**src/rtl/alu8_pkg.sv**
```systemverilog
`timescale 1ns/1ps
package alu8_pkg;
    localparam int DW  = 8;
    localparam int NW  = DW / 2;
    localparam int OPW = 4;
    localparam int FLW = 4;

    typedef enum logic [OPW-1:0] {
        OP_ADD  = 4'd0,
        OP_ADC  = 4'd1,
        OP_SUB  = 4'd2,
        OP_SBC  = 4'd3,
        OP_AND  = 4'd4,
        OP_XOR  = 4'd5,
        OP_OR   = 4'd6,
        OP_CP   = 4'd7,
        OP_INC  = 4'd8,
        OP_DEC  = 4'd9,
        OP_DAA  = 4'd10,
        OP_CPL  = 4'd11,
        OP_CCF  = 4'd12,
        OP_SCF  = 4'd13,
        OP_RSV0 = 4'd14,
        OP_RSV1 = 4'd15
    } alu_op_e;

    typedef struct packed {
        logic z;
        logic n;
        logic h;
        logic c;
    } flags_t;

    typedef struct packed {
        logic [DW-1:0] res;
        flags_t        fl;
        logic          wr;
    } alu_out_t;
endpackage

```
**src/rtl/alu8_addsub.sv**
```systemverilog
`timescale 1ns/1ps
module alu8_addsub
    import alu8_pkg::*;
(
    input  logic [DW-1:0] a_i,
    input  logic [DW-1:0] b_i,
    input  logic          cin_i,
    input  logic          sub_i,
    output logic [DW-1:0] sum_o,
    output logic          half_o,
    output logic          carry_o
);
    logic [DW:0] full_w;
    logic [NW:0] low_w;

    always_comb begin
        if (sub_i) begin
            full_w = {1'b0, a_i} - {1'b0, b_i} - {{DW{1'b0}}, cin_i};
            low_w  = {1'b0, a_i[NW-1:0]} - {1'b0, b_i[NW-1:0]} - {{NW{1'b0}}, cin_i};
        end else begin
            full_w = {1'b0, a_i} + {1'b0, b_i} + {{DW{1'b0}}, cin_i};
            low_w  = {1'b0, a_i[NW-1:0]} + {1'b0, b_i[NW-1:0]} + {{NW{1'b0}}, cin_i};
        end
        sum_o   = full_w[DW-1:0];
        half_o  = low_w[NW];
        carry_o = full_w[DW];
    end
endmodule

```
**src/rtl/alu8_logic.sv**
```systemverilog
`timescale 1ns/1ps
module alu8_logic
    import alu8_pkg::*;
(
    input  alu_op_e       op_i,
    input  logic [DW-1:0] a_i,
    input  logic [DW-1:0] b_i,
    output logic [DW-1:0] res_o
);
    always_comb begin
        unique case (op_i)
            OP_AND:  res_o = a_i & b_i;
            OP_XOR:  res_o = a_i ^ b_i;
            OP_OR:   res_o = a_i | b_i;
            OP_CPL:  res_o = ~a_i;
            default: res_o = a_i;
        endcase
    end
endmodule

```
**src/rtl/alu8_daa.sv**
```systemverilog
`timescale 1ns/1ps
module alu8_daa
    import alu8_pkg::*;
(
    input  logic [DW-1:0] a_i,
    input  flags_t        fl_i,
    output logic [DW-1:0] res_o,
    output logic          carry_o
);
    localparam logic [NW-1:0] NIB_FIX = NW'(6);
    localparam logic [NW-1:0] NIB_MAX = NW'(9);
    localparam logic [DW-1:0] BYTE_MAX = {NIB_MAX, NIB_MAX};

    logic          lo_fix;
    logic          hi_fix;
    logic [DW-1:0] corr;

    always_comb begin
        if (fl_i.n) begin
            lo_fix = fl_i.h;
            hi_fix = fl_i.c;
        end else begin
            lo_fix = fl_i.h | (a_i[NW-1:0] > NIB_MAX);
            hi_fix = fl_i.c | (a_i > BYTE_MAX);
        end
        corr    = {(hi_fix ? NIB_FIX : '0), (lo_fix ? NIB_FIX : '0)};
        res_o   = fl_i.n ? (a_i - corr) : (a_i + corr);
        carry_o = hi_fix;
    end
endmodule

```
**src/rtl/alu8_acc_top.sv**
```systemverilog
`timescale 1ns/1ps
module alu8_acc_top
    import alu8_pkg::*;
(
    input  logic           clk_i,
    input  logic           rst_i,
    input  logic [DW-1:0]  acc_i,
    input  logic [DW-1:0]  opnd_i,
    input  logic [OPW-1:0] op_i,
    input  logic           wr_en_i,
    input  logic           flag_we_i,
    output logic [DW-1:0]  result_o,
    output logic           acc_wr_o,
    output logic [FLW-1:0] flags_nxt_o,
    output logic [FLW-1:0] flags_o
);
    alu_op_e  op;
    flags_t   flags_d, flags_q;
    alu_out_t nxt;

    logic          as_sub, as_cin;
    logic [DW-1:0] as_sum;
    logic          as_h, as_c;
    logic [DW-1:0] id_sum;
    logic          id_h, id_c;
    logic [DW-1:0] lg_res;
    logic [DW-1:0] da_res;
    logic          da_c;

    assign op     = alu_op_e'(op_i);
    assign as_sub = (op == OP_SUB) || (op == OP_SBC) || (op == OP_CP);
    assign as_cin = flags_q.c & ((op == OP_ADC) || (op == OP_SBC));

    alu8_addsub main_as_i (
        .a_i(acc_i), .b_i(opnd_i), .cin_i(as_cin), .sub_i(as_sub),
        .sum_o(as_sum), .half_o(as_h), .carry_o(as_c)
    );

    alu8_addsub step_as_i (
        .a_i(acc_i), .b_i(DW'(1)), .cin_i(1'b0), .sub_i(op == OP_DEC),
        .sum_o(id_sum), .half_o(id_h), .carry_o(id_c)
    );

    alu8_logic logic_i (
        .op_i(op), .a_i(acc_i), .b_i(opnd_i), .res_o(lg_res)
    );

    alu8_daa daa_i (
        .a_i(acc_i), .fl_i(flags_q), .res_o(da_res), .carry_o(da_c)
    );

    always_comb begin
        nxt.res = acc_i;
        nxt.fl  = flags_q;
        nxt.wr  = 1'b0;
        unique case (op)
            OP_ADD, OP_ADC, OP_SUB, OP_SBC, OP_CP: begin
                nxt.res  = as_sum;
                nxt.fl.z = (as_sum == '0);
                nxt.fl.n = as_sub;
                nxt.fl.h = as_h;
                nxt.fl.c = as_c;
                nxt.wr   = (op != OP_CP);
            end
            OP_AND, OP_XOR, OP_OR: begin
                nxt.res  = lg_res;
                nxt.fl.z = (lg_res == '0);
                nxt.fl.n = 1'b0;
                nxt.fl.h = (op == OP_AND);
                nxt.fl.c = 1'b0;
                nxt.wr   = 1'b1;
            end
            OP_INC, OP_DEC: begin
                nxt.res  = id_sum;
                nxt.fl.z = (id_sum == '0);
                nxt.fl.n = (op == OP_DEC);
                nxt.fl.h = (op == OP_DEC) ? (id_sum[NW-1:0] == '1) : (id_sum[NW-1:0] == '0);
                nxt.wr   = 1'b1;
            end
            OP_DAA: begin
                nxt.res  = da_res;
                nxt.fl.z = (da_res == '0);
                nxt.fl.h = 1'b0;
                nxt.fl.c = da_c;
                nxt.wr   = 1'b1;
            end
            OP_CPL: begin
                nxt.res  = lg_res;
                nxt.fl.n = 1'b1;
                nxt.fl.h = 1'b1;
                nxt.wr   = 1'b1;
            end
            OP_CCF, OP_SCF: begin
                nxt.fl.n = 1'b0;
                nxt.fl.h = 1'b0;
                nxt.fl.c = (op == OP_SCF) ? 1'b1 : ~flags_q.c;
            end
            default: begin
                nxt.res = acc_i;
            end
        endcase
        flags_d = flag_we_i ? nxt.fl : flags_q;
    end

    always_ff @(posedge clk_i) begin
        if (rst_i) flags_q <= '0;
        else       flags_q <= flags_d;
    end

    assign result_o    = nxt.res;
    assign acc_wr_o    = nxt.wr & wr_en_i;
    assign flags_nxt_o = nxt.fl;
    assign flags_o     = flags_q;


    flag_load_chk: assert property (@(posedge clk_i) disable iff (rst_i)
        flag_we_i |=> (flags_o == $past(flags_nxt_o)));


    flag_hold_chk: assert property (@(posedge clk_i) disable iff (rst_i)
        !flag_we_i |=> $stable(flags_o));


    cp_nowrite_chk: assert property (@(posedge clk_i) disable iff (rst_i)
        (op_i == OP_CP) |-> !acc_wr_o);


    incdec_carry_chk: assert property (@(posedge clk_i) disable iff (rst_i)
        ((op_i == OP_INC) || (op_i == OP_DEC)) |-> (flags_nxt_o[0] == flags_o[0]));


    carry_op_chk: assert property (@(posedge clk_i) disable iff (rst_i)
        ((op_i == OP_CCF) || (op_i == OP_SCF)) |->
            ((flags_nxt_o[2:1] == 2'b00) && (flags_nxt_o[3] == flags_o[3]) && (result_o == acc_i)));
endmodule

```
**config.mk**
```make
export PLATFORM = sky130hd
export DESIGN_NAME = alu8_acc_top
export DESIGN_NICKNAME = d
export VERILOG_FILES = /design/src/rtl/alu8_pkg.sv /design/src/rtl/alu8_addsub.sv /design/src/rtl/alu8_logic.sv /design/src/rtl/alu8_daa.sv /design/src/rtl/alu8_acc_top.sv
export SDC_FILE = /design/constraint.sdc
export NUM_CORES = 1
export LEC_CHECK = 0
export ABC_AREA = 1
export BUFFER_PORTS_ARGS = -buffer_cell sky130_fd_sc_hd__buf_2
export CAP_MARGIN = 5
export CORE_MARGIN = 3
export CORE_UTILIZATION = 30
export DETAILED_ROUTE_END_ITERATION = 12
export GPL_TIMING_DRIVEN = 0
export SYNTH_ARGS = -nofsm -noshare
export SYNTH_HDL_FRONTEND = slang
export SYNTH_SLANG_ARGS = --single-unit
```
**constraint.sdc**
```tcl
create_clock -name clk_i -period 3.7 [get_ports clk_i]
set_clock_uncertainty 0.05 [all_clocks]
set_input_delay 0.555 -clock clk_i [delete_from_list [all_inputs] [get_ports clk_i]]
set_output_delay 0.555 -clock clk_i [all_outputs]
set_load 0.05 [all_outputs]
```
## Word level (Yosys, flattened, before mapping)

Cells that the tools add are included.
Widths: inputs -> output; s select.

| storage, ports and cells | value |
|---|---|
| register bits after elaboration | 4 |
| logic and storage cells | 76 |

| operators by class | value |
|---|---|
| $add $sub $neg | 12 |
| $lt $le $gt $ge | 2 |
| equal/unequal tests | 15 |
| mux-type cells | 17 |
| bitwise logic cells | 9 |
| reductions and logical operators | 17 |

Operators by type and width:

| operator | count |
|---|---|
| $pmux 8 s4 | 2 |
| $logic_not 8->1 | 4 |
| $eq 4x4->1 const B | 7 |
| $eq 4x3->1 const B | 4 |
| $mux 8 | 2 |
| $pmux 1 s4 | 3 |
| $reduce_or 5->1 | 2 |
| $add 8x8->9 | 1 |
| $add 9x1->9 | 1 |
| $mux 9 | 1 |
| $sub 8x8->9 | 1 |
| $sub 9x1->9 | 1 |
| $add 8x1->8 const B | 1 |
| $add 8x8->8 | 1 |
| $and 8x8->8 | 1 |
| $eq 4x2->1 const B | 2 |
| $gt 8x8->1 const B | 1 |
| $logic_not 4->1 | 2 |
| $not 8->8 | 1 |
| $or 8x8->8 | 1 |
| $sub 8x1->8 const B | 1 |
| $sub 8x8->8 | 1 |
| $xor 8x8->8 | 1 |
| $reduce_or 7->1 | 1 |
| other kinds (19) | 29 |

## Logic depth before layout (Yosys ltp)

Gate-level depths: netlist (run 1).

| logic depth | value |
|---|---|
| depth after elaboration | 8 |
| depth in mapped cells | 19 |

## Hierarchy

A second synthesis (run 1) with hierarchy kept.

| second synthesis, totals | value |
|---|---|
| cells, all modules | 745 |
| area total of the unflattened synthesis | 4075.2 um^2 |

Modules (own cells, without submodules):

| module | instances | cells an instance | area each (um^2) | seq. area each (um^2) |
|---|---|---|---|---|
| alu8_addsub | 2 | 176 | 997.2 | 0.0 |
| alu8_acc_top | 1 | 177 | 865.8 | 80.1 |
| alu8_logic | 1 | 119 | 709.4 | 0.0 |
| alu8_daa | 1 | 97 | 505.5 | 0.0 |

## Worst setup path before layout (run 1)

No wires, ideal clock.

| timing path | value |
|---|---|
| path kind | register to output |
| start point | register flags_q, in the netlist flags_o[2] |
| end point | output port result_o[5] |
| arrival | 3006 ps |
| data required time | 3095 ps |
| slack | 89 ps |
| stages on the path, launching flop included | 13 |
| buffers on the path | 0 |
| cell sequence | dfxtp_1 > inv_1 > a31oi_1 > ha_1 > nand2_1 > nand2_1 > ha_1 > inv_1 > nand4_1 > nand2_1 > o221ai_1 > a21oi_1 > a21oi_1 |

| between the ends | value |
|---|---|
| cells in the longest elaborated chain, start to end | 5 |

RTL lines:

| what | RTL line | source |
|---|---|---|
| from (decl) | alu8_acc_top.sv:18 | `flags_t flags_d, flags_q;` |
| from (signal assigned) | alu8_acc_top.sv:107 | `else flags_q <= flags_d;` |
| $mux 1 | alu8_daa.sv:19 | `if (fl_i.n) begin` |
| $mux 3 | alu8_daa.sv:26 | `corr = {(hi_fix ? NIB_FIX : '0), (lo_fix ? NIB_FIX : '0)};` |
| $add 8x8->8 or $sub 8x8->8 (tied branches) | alu8_daa.sv:27 | `res_o = fl_i.n ? (a_i - corr) : (a_i + corr);` |
| $mux 8 (*) | alu8_daa.sv:27 |  |
| $pmux 8 s4 (*) | alu8_acc_top.sv:56 | `unique case (op)` |
| to (decl) | alu8_acc_top.sv:12 | `output logic [DW-1:0] result_o,` |

Every way passes the cells marked *; elsewhere a longest branch is shown, timed or not.

## Worst setup path after layout (run 1)

| timing path | value |
|---|---|
| start point | input port op_i[2] |
| end point | output port flags_nxt_o[1] |

| between the ends | value |
|---|---|
| cells in the longest elaborated chain, start to end | 6 |

RTL lines:

| what | RTL line | source |
|---|---|---|
| from (decl) | alu8_acc_top.sv:9 | `input logic [OPW-1:0] op_i,` |
| $eq 4x1->1 or $eq 4x2->1 (tied branches) | alu8_acc_top.sv:32, alu8_acc_top.sv:56, alu8_acc_top.sv:31 |  |
| $logic_or 1x1->1 | alu8_acc_top.sv:32 | `assign as_cin = flags_q.c & ((op == OP_ADC) \|\| (op == OP_SBC));` |
| $and 1x1->1 | alu8_acc_top.sv:32 |  |
| $add 5x1->5 or $sub 5x1->5 (tied branches) | alu8_addsub.sv:22, alu8_addsub.sv:19 |  |
| $mux 5 | alu8_addsub.sv:17 | `if (sub_i) begin` |
| $pmux 1 s5 (*) | alu8_acc_top.sv:56 |  |
| to (decl) | alu8_acc_top.sv:14 | `output logic [FLW-1:0] flags_nxt_o,` |

Marked as above.

==> results of run 1 <==
cells in the mapped netlist, types with 3 or more instances:
master     instances
nand2_1          163
inv_1             88
ha_1              47
nand3_1           44
nor2_1            41
a21oi_1           25
o21ai_0           18
nand4_1           14
nand3b_1           7
fa_1               5
dfxtp_1            4
o211ai_1           4
xor2_1             4
a22oi_1            3
nand2_2            3
o2111ai_1          3
critical path, cell delays in order:
cell and delay, ps:
buf_2 150, nor2_2 130, nand3_2 120, fa_2 400
fa_2 380, nand3b_1 180, nand2_2 120, nand2_1 80
nand3_1 100, o211ai_1 120, nand4_1 170, nor2_2 170
inv_1 50, clkbuf_4 200
power groups by stage:
stage	Sequential (W)	Combinational (W)	Clock (W)
2_1_floorplan	0.0000622	0.000411	0
3_3_place_gp	0.0000517	0.000563	0
3_5_place_dp	0.0000519	0.000571	0
4_1_cts	0.0000514	0.000591	0.0000942
5_1_grt	0.0000523	0.000702	0.0000978
6_report	0.0000516	0.000631	0.0000924
final cells by class:
class                      instances  area [µm²]
multi-input combinational        405        2460
sequential                         4        80.1
timing repair inverter             1        5.00
buffer                             2        16.3
fill                             997        5500
tap                              108         135
inverter                          92         349
clock buffer                       3        41.3
timing repair buffer              46         305
metal layers:
metal	vias up	track usage, %	wire length (µm)
li1	1740	-	-
met1	1566	22.9	4150
met2	91	30.6	4430
met3	14	0.956	406
met4	0	2.32	167
met5	-	0	0
logic make-up after synthesis:
logic type | after synthesis
buf+inv | 94
fa+ha+maj | 52
simple gates | 279
compound gates | 69
flops | 4
xor+xnor | 5
stage by stage:
step                hold WS, ps  cell area (µm²)
finish                      537             3390
floorplan                   598             2790
global route                559             3390
CTS                         529             3220
detailed placement          528             3120
global placement            510             3120
worst min path at each step:
stage	slack [ps]	cells past startpoint	end
4_1_cts	530	2	flags_o[3]$_SDFFE_PP0P_
2_1_floorplan	600	1	flags_o[1]$_SDFFE_PP0P_
3_5_place_dp	530	2	flags_o[3]$_SDFFE_PP0P_
6_report	540	2	flags_o[3]$_SDFFE_PP0P_
5_1_grt	560	2	flags_o[1]$_SDFFE_PP0P_
3_3_place_gp	510	2	flags_o[3]$_SDFFE_PP0P_
repair_timing:
| item | CTS | global route |
|---|---|---|
| gates resized for setup | 15 | 46 |
| setup endpoints to repair | 5 | 9 |
| setup buffers | 1 | 5 |
| pin swaps | 4 | 12 |
| gates cloned | 0 | 1 |
| hold buffers | 0 | 0 |
==> impl_metrics.py, run 1 <==
metrics = {
    "timing": {
        "tightestPinTransition_ps": 659,
        "post-route-worst-setup-slack_ps": 171,
        "final.period_utilization_pct": 95.4,
        "max-slew-margin-rel_pct": 55.9,
        "hold_viol_final": 0,
        "final_slew_violations": 0,
        "fmaxAchievable_mhz": 283,
        "totalNegativeSetupSlack_ps": 0,
        "setup-violations-final": 0,
        "fin_crit_ps": 3530,
    },
    "floorplan": {
        "initial_core_util_pct": 31.4,
        "die_w_um": 102,
        "placementRows": 34,
        "fp.coreArea_um2": 8890,
        "die_area_um2": 10500,
        "num_io_pins": 41,
        "chipHeight_um": 102,
    },
    "final_layout": {
        "antenna_cells": 0,
        "layout.cells.most_common_list": "nand2_1 (157), inv_1 (83), ha_1 (43), nand3_1 (40), nor2_1 (37)",
        "final_cell_count_no_fill": 661,
        "max_reg_flops": 4,
        "layout.cells.most_common": "nand2_1",
        "area.growth.synth_to_final_pct": 21.7,
        "post_route_cells_drive_above_1_share_pct": 17.4,
        "utilization_pct": 38.2,
        "nNetsFinal": 631,
    },
    "yosys": {
        "synth_top_area_cell": "nand2_1",
        "adder_cell_share_of_the_synthesized_area_pct": 24.7,
        "yosys_warnings": 0,
        "postSynthRegisterBits": 4,
        "synth-simple-area-share_pct": 43.2,
        "synth.area.top_cells": "nand2_1 (22%), ha_1 (21%), inv_1 (12%)",
        "synth_enable_flop_cells": 0,
        "synth_top_family_by_area": "simple AND/OR/NAND/NOR gates",
        "ys_async_sr_fraction_pct": 0,
        "yosys.area.top_type_share_pct": 21.9,
        "synth_xor_xnor_area_share_pct": 1.57,
        "synth.distinct_cells": 40,
        "syn-num-nets": 579,
        "synth-seq-area-share_pct": 2.87,
        "synth_top_flop_cell": "dfxtp_1",
        "synth_area_per_cell_um2": 5.54,
        "synth_compound_gate_area_share_pct": 14.7,
        "netlist_instances": 503,
        "syn_area_um2": 2790,
        "synthMuxAreaShare_pct": 0,
    },
    "place": {
        "dp_worst_setup_slack_ps": -411,
        "placed_cells_incl_taps": 651,
        "detailed_place_hpwl_um": 7540,
        "gp_congestion": 0.914,
        "number_of_buffers_added_on_ports": 40,
    },
    "worst_setup_path": {
        "critical_path_required_ps": 3090,
        "rr_endpoint": "flags_o[3]$_SDFFE_PP0P_",
        "cp_data_arrival_time_ps": 2920,
        "worstSetupEndpointType": "output pin",
        "crit_path_start": "op_i[2]",
        "setup.reg_to_reg.worst_slack_ps": 1000,
        "worstReg2RegStart": "flags_o[0]$_SDFFE_PP0P_",
        "type_of_the_worst_setup_path": "in -> out",
        "timing.critical_path.to": "flags_nxt_o[1]",
        "worst_setup_path_start_kind": "primary input",
        "critPathMaxFanout": 7,
        "timing.reg2reg.worst_path_depth": 15,
    },
    "cts": {
        "clockRootBuffer": "clkbuf_8",
        "clk_path_buf_depth": 2,
        "tritoncts_clock_tree": "done",
        "clkSlewWorstSetupHoldPaths_ps": 30,
        "clkLatencyLatePin_ps": 220,
        "cts_htree_levels": 1,
        "clock_sinks": 4,
        "tritoncts.num_buffers": 3,
    },
    "global_routing": {
        "grt_first_pass_wirelength_um": 14700,
        "first_global_vias": 3141,
        "grt_remaining_overflow": 0,
        "total_global_route_track_usage_pct": 17.0,
        "grt_start_max_net_pins": 11,
        "antenna_found_initial": 0,
    },
    "drt": {
        "dr_total_vias": 3411,
        "firstDrtPassIters": 4,
        "drc_errors": 0,
        "drt-wirelength-per-cell_um": 13.9,
        "drt-vias-per-instance": 5.16,
        "ant_nets": 0,
        "routed_wl_um": 9160,
        "drtIter0Drc": 294,
    },
    "hold_path": {
        "timing.hold.worst.start": "flags_o[3]$_SDFFE_PP0P_",
        "worst_hold_path_type": "reg -> reg",
    },
    "pwr": {
        "switching_power_w": 0.000445,
        "cellPowerDensity_nw_per_um2": 228,
        "p_total_w": 0.000775,
        "worst_ir_drop_vdd_v": 0.0000993,
        "cell_internal_pwr_w": 0.000330,
        "part_of_the_power_in_the_clock_network_pct": 11.9,
        "leak_pwr_nw": 1.91,
        "switching_share_pct": 57.5,
        "power_frac_seq_pct": 6.7,
        "p_comb_share_pct": 81.4,
    },
    "job": {
        "max_cap_viol_count": 0,
    },
    "run_status": {
        "status": "finished, final reports clean",
    },
}
(Power assumes the default switching activity.)
==> inputs of run 2 (changes only) <==
--- a/config.mk
+++ b/config.mk
@@ -7,11 +7,12 @@
 export LEC_CHECK = 0
 export ABC_AREA = 1
 export BUFFER_PORTS_ARGS = -buffer_cell sky130_fd_sc_hd__buf_2
-export CAP_MARGIN = 5
+export CAP_MARGIN = 20
 export CORE_MARGIN = 3
 export CORE_UTILIZATION = 30
 export DETAILED_ROUTE_END_ITERATION = 12
 export GPL_TIMING_DRIVEN = 0
+export RECOVER_POWER = 50
 export SYNTH_ARGS = -nofsm -noshare
 export SYNTH_HDL_FRONTEND = slang
 export SYNTH_SLANG_ARGS = --single-unit
==> run 2 against run 1 <==
Register-to-register slack about the same; sequential power about the same; clock-buffer cell count did not move; clock power grew 0.6%; maximum frequency shrank 0.76%; worst hold slack worse by 1.6 ps; setup slack worse by 27 ps; sequential share of layout area barely moved; critical path depth up 1; critical path type unchanged.
==> impl_metrics.py, run 2 (same netlist as run 1, synthesis figures left out) <==
metrics = {
    "timing": {
        "fin_crit_ps": 3560,
        "tightestPinTransition_ps": 662,
        "whs_ps": 535,
        "post-route-worst-setup-slack_ps": 144,
        "fmaxAchievable_mhz": 281,
        "max-slew-margin-rel_pct": 55.7,
        "hold_viol_final": 0,
        "final_slew_violations": 0,
        "final.period_utilization_pct": 96.1,
        "setup-violations-final": 0,
        "totalNegativeSetupSlack_ps": 0,
    },
    "worst_setup_path": {
        "worst_setup_path_start_kind": "primary input",
        "critical_path_required_ps": 3090,
        "worstReg2RegStart": "flags_o[0]$_SDFFE_PP0P_",
        "cpLargestDelayFamily": "compound AO/OA/AOI/OAI gates",
        "critPathMaxFanout": 10,
        "crit_path_start": "acc_i[1]",
        "slowest_delay_ps": 260,
        "type_of_the_worst_setup_path": "in -> out",
        "worstSetupEndpointType": "output pin",
        "rr_endpoint": "flags_o[3]$_SDFFE_PP0P_",
        "setup.reg_to_reg.worst_slack_ps": 990,
        "critical-path-slowest-cell": "ha_1",
        "worstPathCellList": "buf_12 > o21ai_4 > o211ai_1 > a31oi_2 > ha_1 > nand2_1 > nand2_2 > ha_4 > a21oi_1 > nand4_1 > nand2_2 > o21ai_2 > a31oi_2 > o211ai_1 > buf_4",
        "critical_path.n_buffers_inverters": 2,
        "timing.reg2reg.worst_path_depth": 15,
        "cp_data_arrival_time_ps": 2950,
    },
    "drt": {
        "drt-vias-per-instance": 5.14,
        "firstDrtPassIters": 4,
        "dr_total_vias": 3398,
        "ant_nets": 0,
        "routed_wl_um": 9180,
        "drtIter0Drc": 308,
        "drt-wirelength-per-cell_um": 13.9,
        "drc_errors": 0,
    },
    "global_routing": {
        "grt_start_max_net_pins": 11,
        "grt_first_pass_wirelength_um": 14700,
        "grt_remaining_overflow": 0,
        "first_global_vias": 3141,
        "total_global_route_track_usage_pct": 17.0,
        "antenna_found_initial": 0,
    },
    "floorplan": {
        "placementRows": 34,
        "chipHeight_um": 102,
        "num_io_pins": 41,
        "die_area_um2": 10500,
        "initial_core_util_pct": 31.4,
        "fp.coreArea_um2": 8890,
        "die_w_um": 102,
    },
    "place": {
        "detailed_place_hpwl_um": 7540,
        "gp_congestion": 0.914,
        "number_of_buffers_added_on_ports": 40,
        "dp_worst_setup_slack_ps": -411,
    },
    "pwr": {
        "switching_share_pct": 57.6,
        "power_frac_seq_pct": 6.7,
        "switching_power_w": 0.000447,
        "worst_ir_drop_vdd_v": 0.0000991,
        "p_comb_share_pct": 81.3,
        "leak_pwr_nw": 1.88,
        "p_total_w": 0.000775,
        "cell_internal_pwr_w": 0.000328,
        "cellPowerDensity_nw_per_um2": 229,
        "part_of_the_power_in_the_clock_network_pct": 12.0,
    },
    "final_layout": {
        "layout.cells.most_common_list": "nand2_1 (157), inv_1 (83), ha_1 (43), nand3_1 (40), nor2_1 (37)",
        "area.growth.synth_to_final_pct": 21.4,
        "layout.cells.most_common": "nand2_1",
        "utilization_pct": 38.1,
        "max_reg_flops": 4,
        "post_route_cells_drive_above_1_share_pct": 16.3,
        "nNetsFinal": 631,
        "antenna_cells": 0,
    },
    "cts": {
        "ctsHoldBuffers": 0,
        "cts_htree_levels": 1,
        "clk_path_buf_depth": 2,
        "clockRootBuffer": "clkbuf_8",
        "tritoncts_clock_tree": "done",
        "clkSlewWorstSetupHoldPaths_ps": 30,
        "tritoncts.num_buffers": 3,
        "clkLatencyLatePin_ps": 220,
        "clock_sinks": 4,
    },
    "hold_path": {
        "holdPathStages": 2,
        "hold_path_end": "flags_o[3]$_SDFFE_PP0P_",
        "timing.hold.worst.start": "flags_o[3]$_SDFFE_PP0P_",
        "worst_hold_path_type": "reg -> reg",
    },
    "job": {
        "max_cap_viol_count": 0,
    },
    "run_status": {
        "status": "finished, final reports clean",
    },
}
run 2: worst max path at each step:
| stage | cells after the start | to | slack [ps] |
|---|---|---|---|
| 2_1_floorplan | 12 | result_o[5] | 90 |
| 3_3_place_gp | 18 | result_o[6] | -360 |
| 3_5_place_dp | 18 | result_o[6] | -410 |
| 4_1_cts | 18 | result_o[6] | -50 |
| 5_1_grt | 18 | result_o[6] | -9 |
| 6_report | 15 | result_o[6] | 140 |
run 2: timing repair:
| item | 4_1_cts | 5_1_grt |
|---|---|---|
| resized for setup | 15 | 46 |
| endpoints found under the setup margin | 5 | 9 |
| buffers inserted | 1 | 5 |
| pin swaps | 4 | 12 |
| gates cloned | 0 | 1 |
run 2: area by class of cell:
| type | instances | area (µm²) |
|---|---|---|
| Buffer | 2 | 16.3 |
| Clock buffer | 3 | 41.3 |
| Fill cell | 1000 | 5510 |
| Inverter | 92 | 349 |
| Multi-Input combinational cell | 405 | 2460 |
| Sequential cell | 4 | 80.1 |
| Tap cell | 108 | 135 |
| Timing Repair Buffer | 46 | 298 |
| Timing Repair inverter | 1 | 5.00 |
run 2: through the flow:
step | instance area, µm² | instances
after floorplan | 2790 | 503
after global placement | 3120 | 651
after detailed placement | 3120 | 651
after CTS | 3220 | 655
after global routing | 3390 | 661
final | 3390 | 661
run 2: power groups by stage:
| stage | combinational, W | clock (W) | sequential, W |
|---|---|---|---|
| after floorplan | 0.000411 | 0 | 0.0000622 |
| after global placement | 0.000563 | 0 | 0.0000517 |
| after detailed placement | 0.000571 | 0 | 0.0000519 |
| after CTS | 0.000591 | 0.0000942 | 0.0000514 |
| after global routing | 0.000701 | 0.0000978 | 0.0000525 |
| final | 0.000630 | 0.0000930 | 0.0000517 |
run 2: routing by layer:
metal	share of wire, %	routed length (µm)	track usage (%)	up-vias
met2	49	4480	30.6	68
met3	2.9	265	0.956	12
met1	47	4310	22.9	1575
met5	0	0	0	-
met4	1.4	129	2.32	0
li1	-	-	-	1743
run 2: worst reg2reg max path, cell delays in order (launching register included):
cell and delay (ps):
dfxtp_1 440, nand3_2 180, fa_2 400, fa_2 380, nand3b_1 170, nand2_2 110, nand2_1 100, nand2_1 60
nand2_1 60, nand3_1 70, nand2_1 120, nor2_1 60, nand2_1 80, nand4_2 150, nor2_1 120, nor2_1 40
==> inputs of run 3 (changes only) <==
--- a/config.mk
+++ b/config.mk
@@ -12,7 +12,7 @@
 export CORE_UTILIZATION = 30
 export DETAILED_ROUTE_END_ITERATION = 12
 export GPL_TIMING_DRIVEN = 0
-export RECOVER_POWER = 50
+export RECOVER_POWER = 25
 export SYNTH_ARGS = -nofsm -noshare
 export SYNTH_HDL_FRONTEND = slang
 export SYNTH_SLANG_ARGS = --single-unit
==> run 3 against run 2 <==
Global-route usage did not move; sequential power barely moved; flip-flop and latch count unchanged; utilization hardly changed; sequential share of layout area barely moved; clock power about the same; combinational power about the same; final cell count did not move; critical path depth unchanged; critical path type unchanged; critical endpoint unchanged; largest cell class unchanged; largest power group unchanged.
==> impl_metrics.py, run 3 (same netlist as run 1, synthesis figures left out) <==
metrics = {
    "final_layout": {
        "utilization_pct": 38.1,
        "antenna_cells": 0,
        "area.growth.synth_to_final_pct": 21.4,
        "layout.cells.most_common_list": "nand2_1 (157), inv_1 (83), ha_1 (43), nand3_1 (40), nor2_1 (37)",
        "post_route_cells_drive_above_1_share_pct": 16.5,
        "max_reg_flops": 4,
        "layout.cells.most_common": "nand2_1",
        "nNetsFinal": 631,
    },
    "cts": {
        "clkLatencyLatePin_ps": 220,
        "clk_path_buf_depth": 2,
        "clock_sinks": 4,
        "tritoncts.num_buffers": 3,
        "clkSlewWorstSetupHoldPaths_ps": 30,
        "ctsHoldBuffers": 0,
        "tritoncts_clock_tree": "done",
        "clockRootBuffer": "clkbuf_8",
        "cts_htree_levels": 1,
    },
    "timing": {
        "tightestPinTransition_ps": 594,
        "setup-violations-final": 0,
        "final.period_utilization_pct": 96.0,
        "final_slew_violations": 0,
        "fmaxAchievable_mhz": 282,
        "hold_viol_final": 0,
        "whs_ps": 535,
        "max-slew-margin-rel_pct": 60.2,
        "totalNegativeSetupSlack_ps": 0,
        "fin_crit_ps": 3550,
    },
    "pwr": {
        "cellPowerDensity_nw_per_um2": 229,
        "worst_ir_drop_vdd_v": 0.0000991,
        "leak_pwr_nw": 1.89,
        "power_frac_seq_pct": 6.7,
        "p_comb_share_pct": 81.3,
        "cell_internal_pwr_w": 0.000329,
        "switching_share_pct": 57.6,
        "switching_power_w": 0.000446,
        "part_of_the_power_in_the_clock_network_pct": 12.0,
    },
    "global_routing": {
        "grt_start_max_net_pins": 11,
        "first_global_vias": 3141,
        "grt_remaining_overflow": 0,
        "antenna_found_initial": 0,
        "total_global_route_track_usage_pct": 17.0,
        "grt_first_pass_wirelength_um": 14700,
    },
    "drt": {
        "ant_nets": 0,
        "drc_errors": 0,
        "drtIter0Drc": 309,
        "firstDrtPassIters": 4,
        "dr_total_vias": 3410,
        "routed_wl_um": 9120,
        "drt-wirelength-per-cell_um": 13.8,
        "drt-vias-per-instance": 5.16,
    },
    "worst_setup_path": {
        "worst_setup_path_start_kind": "primary input",
        "critical_path_required_ps": 3090,
        "worstSetupEndpointType": "output pin",
        "type_of_the_worst_setup_path": "in -> out",
        "critPathMaxFanout": 10,
        "cp_data_arrival_time_ps": 2950,
    },
    "floorplan": {
        "placementRows": 34,
        "die_w_um": 102,
        "chipHeight_um": 102,
        "die_area_um2": 10500,
        "num_io_pins": 41,
        "fp.coreArea_um2": 8890,
        "initial_core_util_pct": 31.4,
    },
    "place": {
        "gp_congestion": 0.914,
        "number_of_buffers_added_on_ports": 40,
        "detailed_place_hpwl_um": 7540,
    },
    "hold_path": {
        "worst_hold_path_type": "reg -> reg",
    },
    "run_status": {
        "status": "finished, final reports clean",
    },
    "job": {
        "max_cap_viol_count": 0,
    },
}
run 3: final cells by class:
type | count | area [µm²]
Sequential cell | 4 | 80.1
Fill cell | 999 | 5500
Tap cell | 108 | 135
Inverter | 92 | 349
Multi-Input combinational cell | 405 | 2460
Buffer | 2 | 16.3
Timing Repair inverter | 1 | 5.00
Timing Repair Buffer | 46 | 299
Clock buffer | 3 | 41.3
run 3: worst max-delay path: stages:
cell	delay, ps
buf_12	130
o21ai_4	170
o211ai_1	130
a31oi_2	180
ha_1	260
nand2_1	80
nand2_2	80
ha_4	250
a21oi_1	210
nand4_1	140
nand2_2	120
o21ai_2	70
a31oi_2	220
o211ai_1	130
buf_4	210
run 3: path summary, 6_finish.rpt:
| check | to | from | cells past startpoint | slack, ps |
|---|---|---|---|---|
| worst max register to register | flags_o[3]$_SDFFE_PP0P_ | flags_o[0]$_SDFFE_PP0P_ | 15 | 1000 |
| worst max-delay path | result_o[6] | acc_i[1] | 15 | 150 |
| worst min-delay path | flags_o[3]$_SDFFE_PP0P_ | flags_o[3]$_SDFFE_PP0P_ | 2 | 540 |
| worst min register to register | flags_o[3]$_SDFFE_PP0P_ | flags_o[3]$_SDFFE_PP0P_ | 2 | 540 |
run 3: repair_timing:
action / 4_1_cts / 5_1_grt
endpoints found under the hold margin: 0 / 0
gates cloned: 0 / 1
buffers inserted: 1 / 5
pin swaps: 4 / 12
gates resized for setup: 15 / 46
endpoints found under the setup margin: 5 / 9
run 3: power groups by stage:
stage,logic [W],clock network (W),registers (W)
4_1_cts,0.000591,0.0000942,0.0000514
3_3_place_gp,0.000563,0,0.0000517
5_1_grt,0.000701,0.0000978,0.0000525
6_report,0.000630,0.0000929,0.0000516
2_1_floorplan,0.000411,0,0.0000622
3_5_place_dp,0.000571,0,0.0000519
run 3: stage by stage:
step	setup slack, ps	total power, W	area [µm²]	cells
after floorplan	89.4	0.000473	2790	503
after global placement	-364	0.000614	3120	651
after detailed placement	-411	0.000623	3120	651
after CTS	-48.7	0.000737	3220	655
after global routing	-8.88	0.000851	3390	661
final	149	0.000775	3390	661
run 3: metal layers:
metal	vias to the layer above	track usage, %	share of wire [%]
met4	0	2.32	1.6
met3	14	0.956	3.5
met2	84	30.6	48
li1	1743	-	-
met5	-	0	0
met1	1569	22.9	47
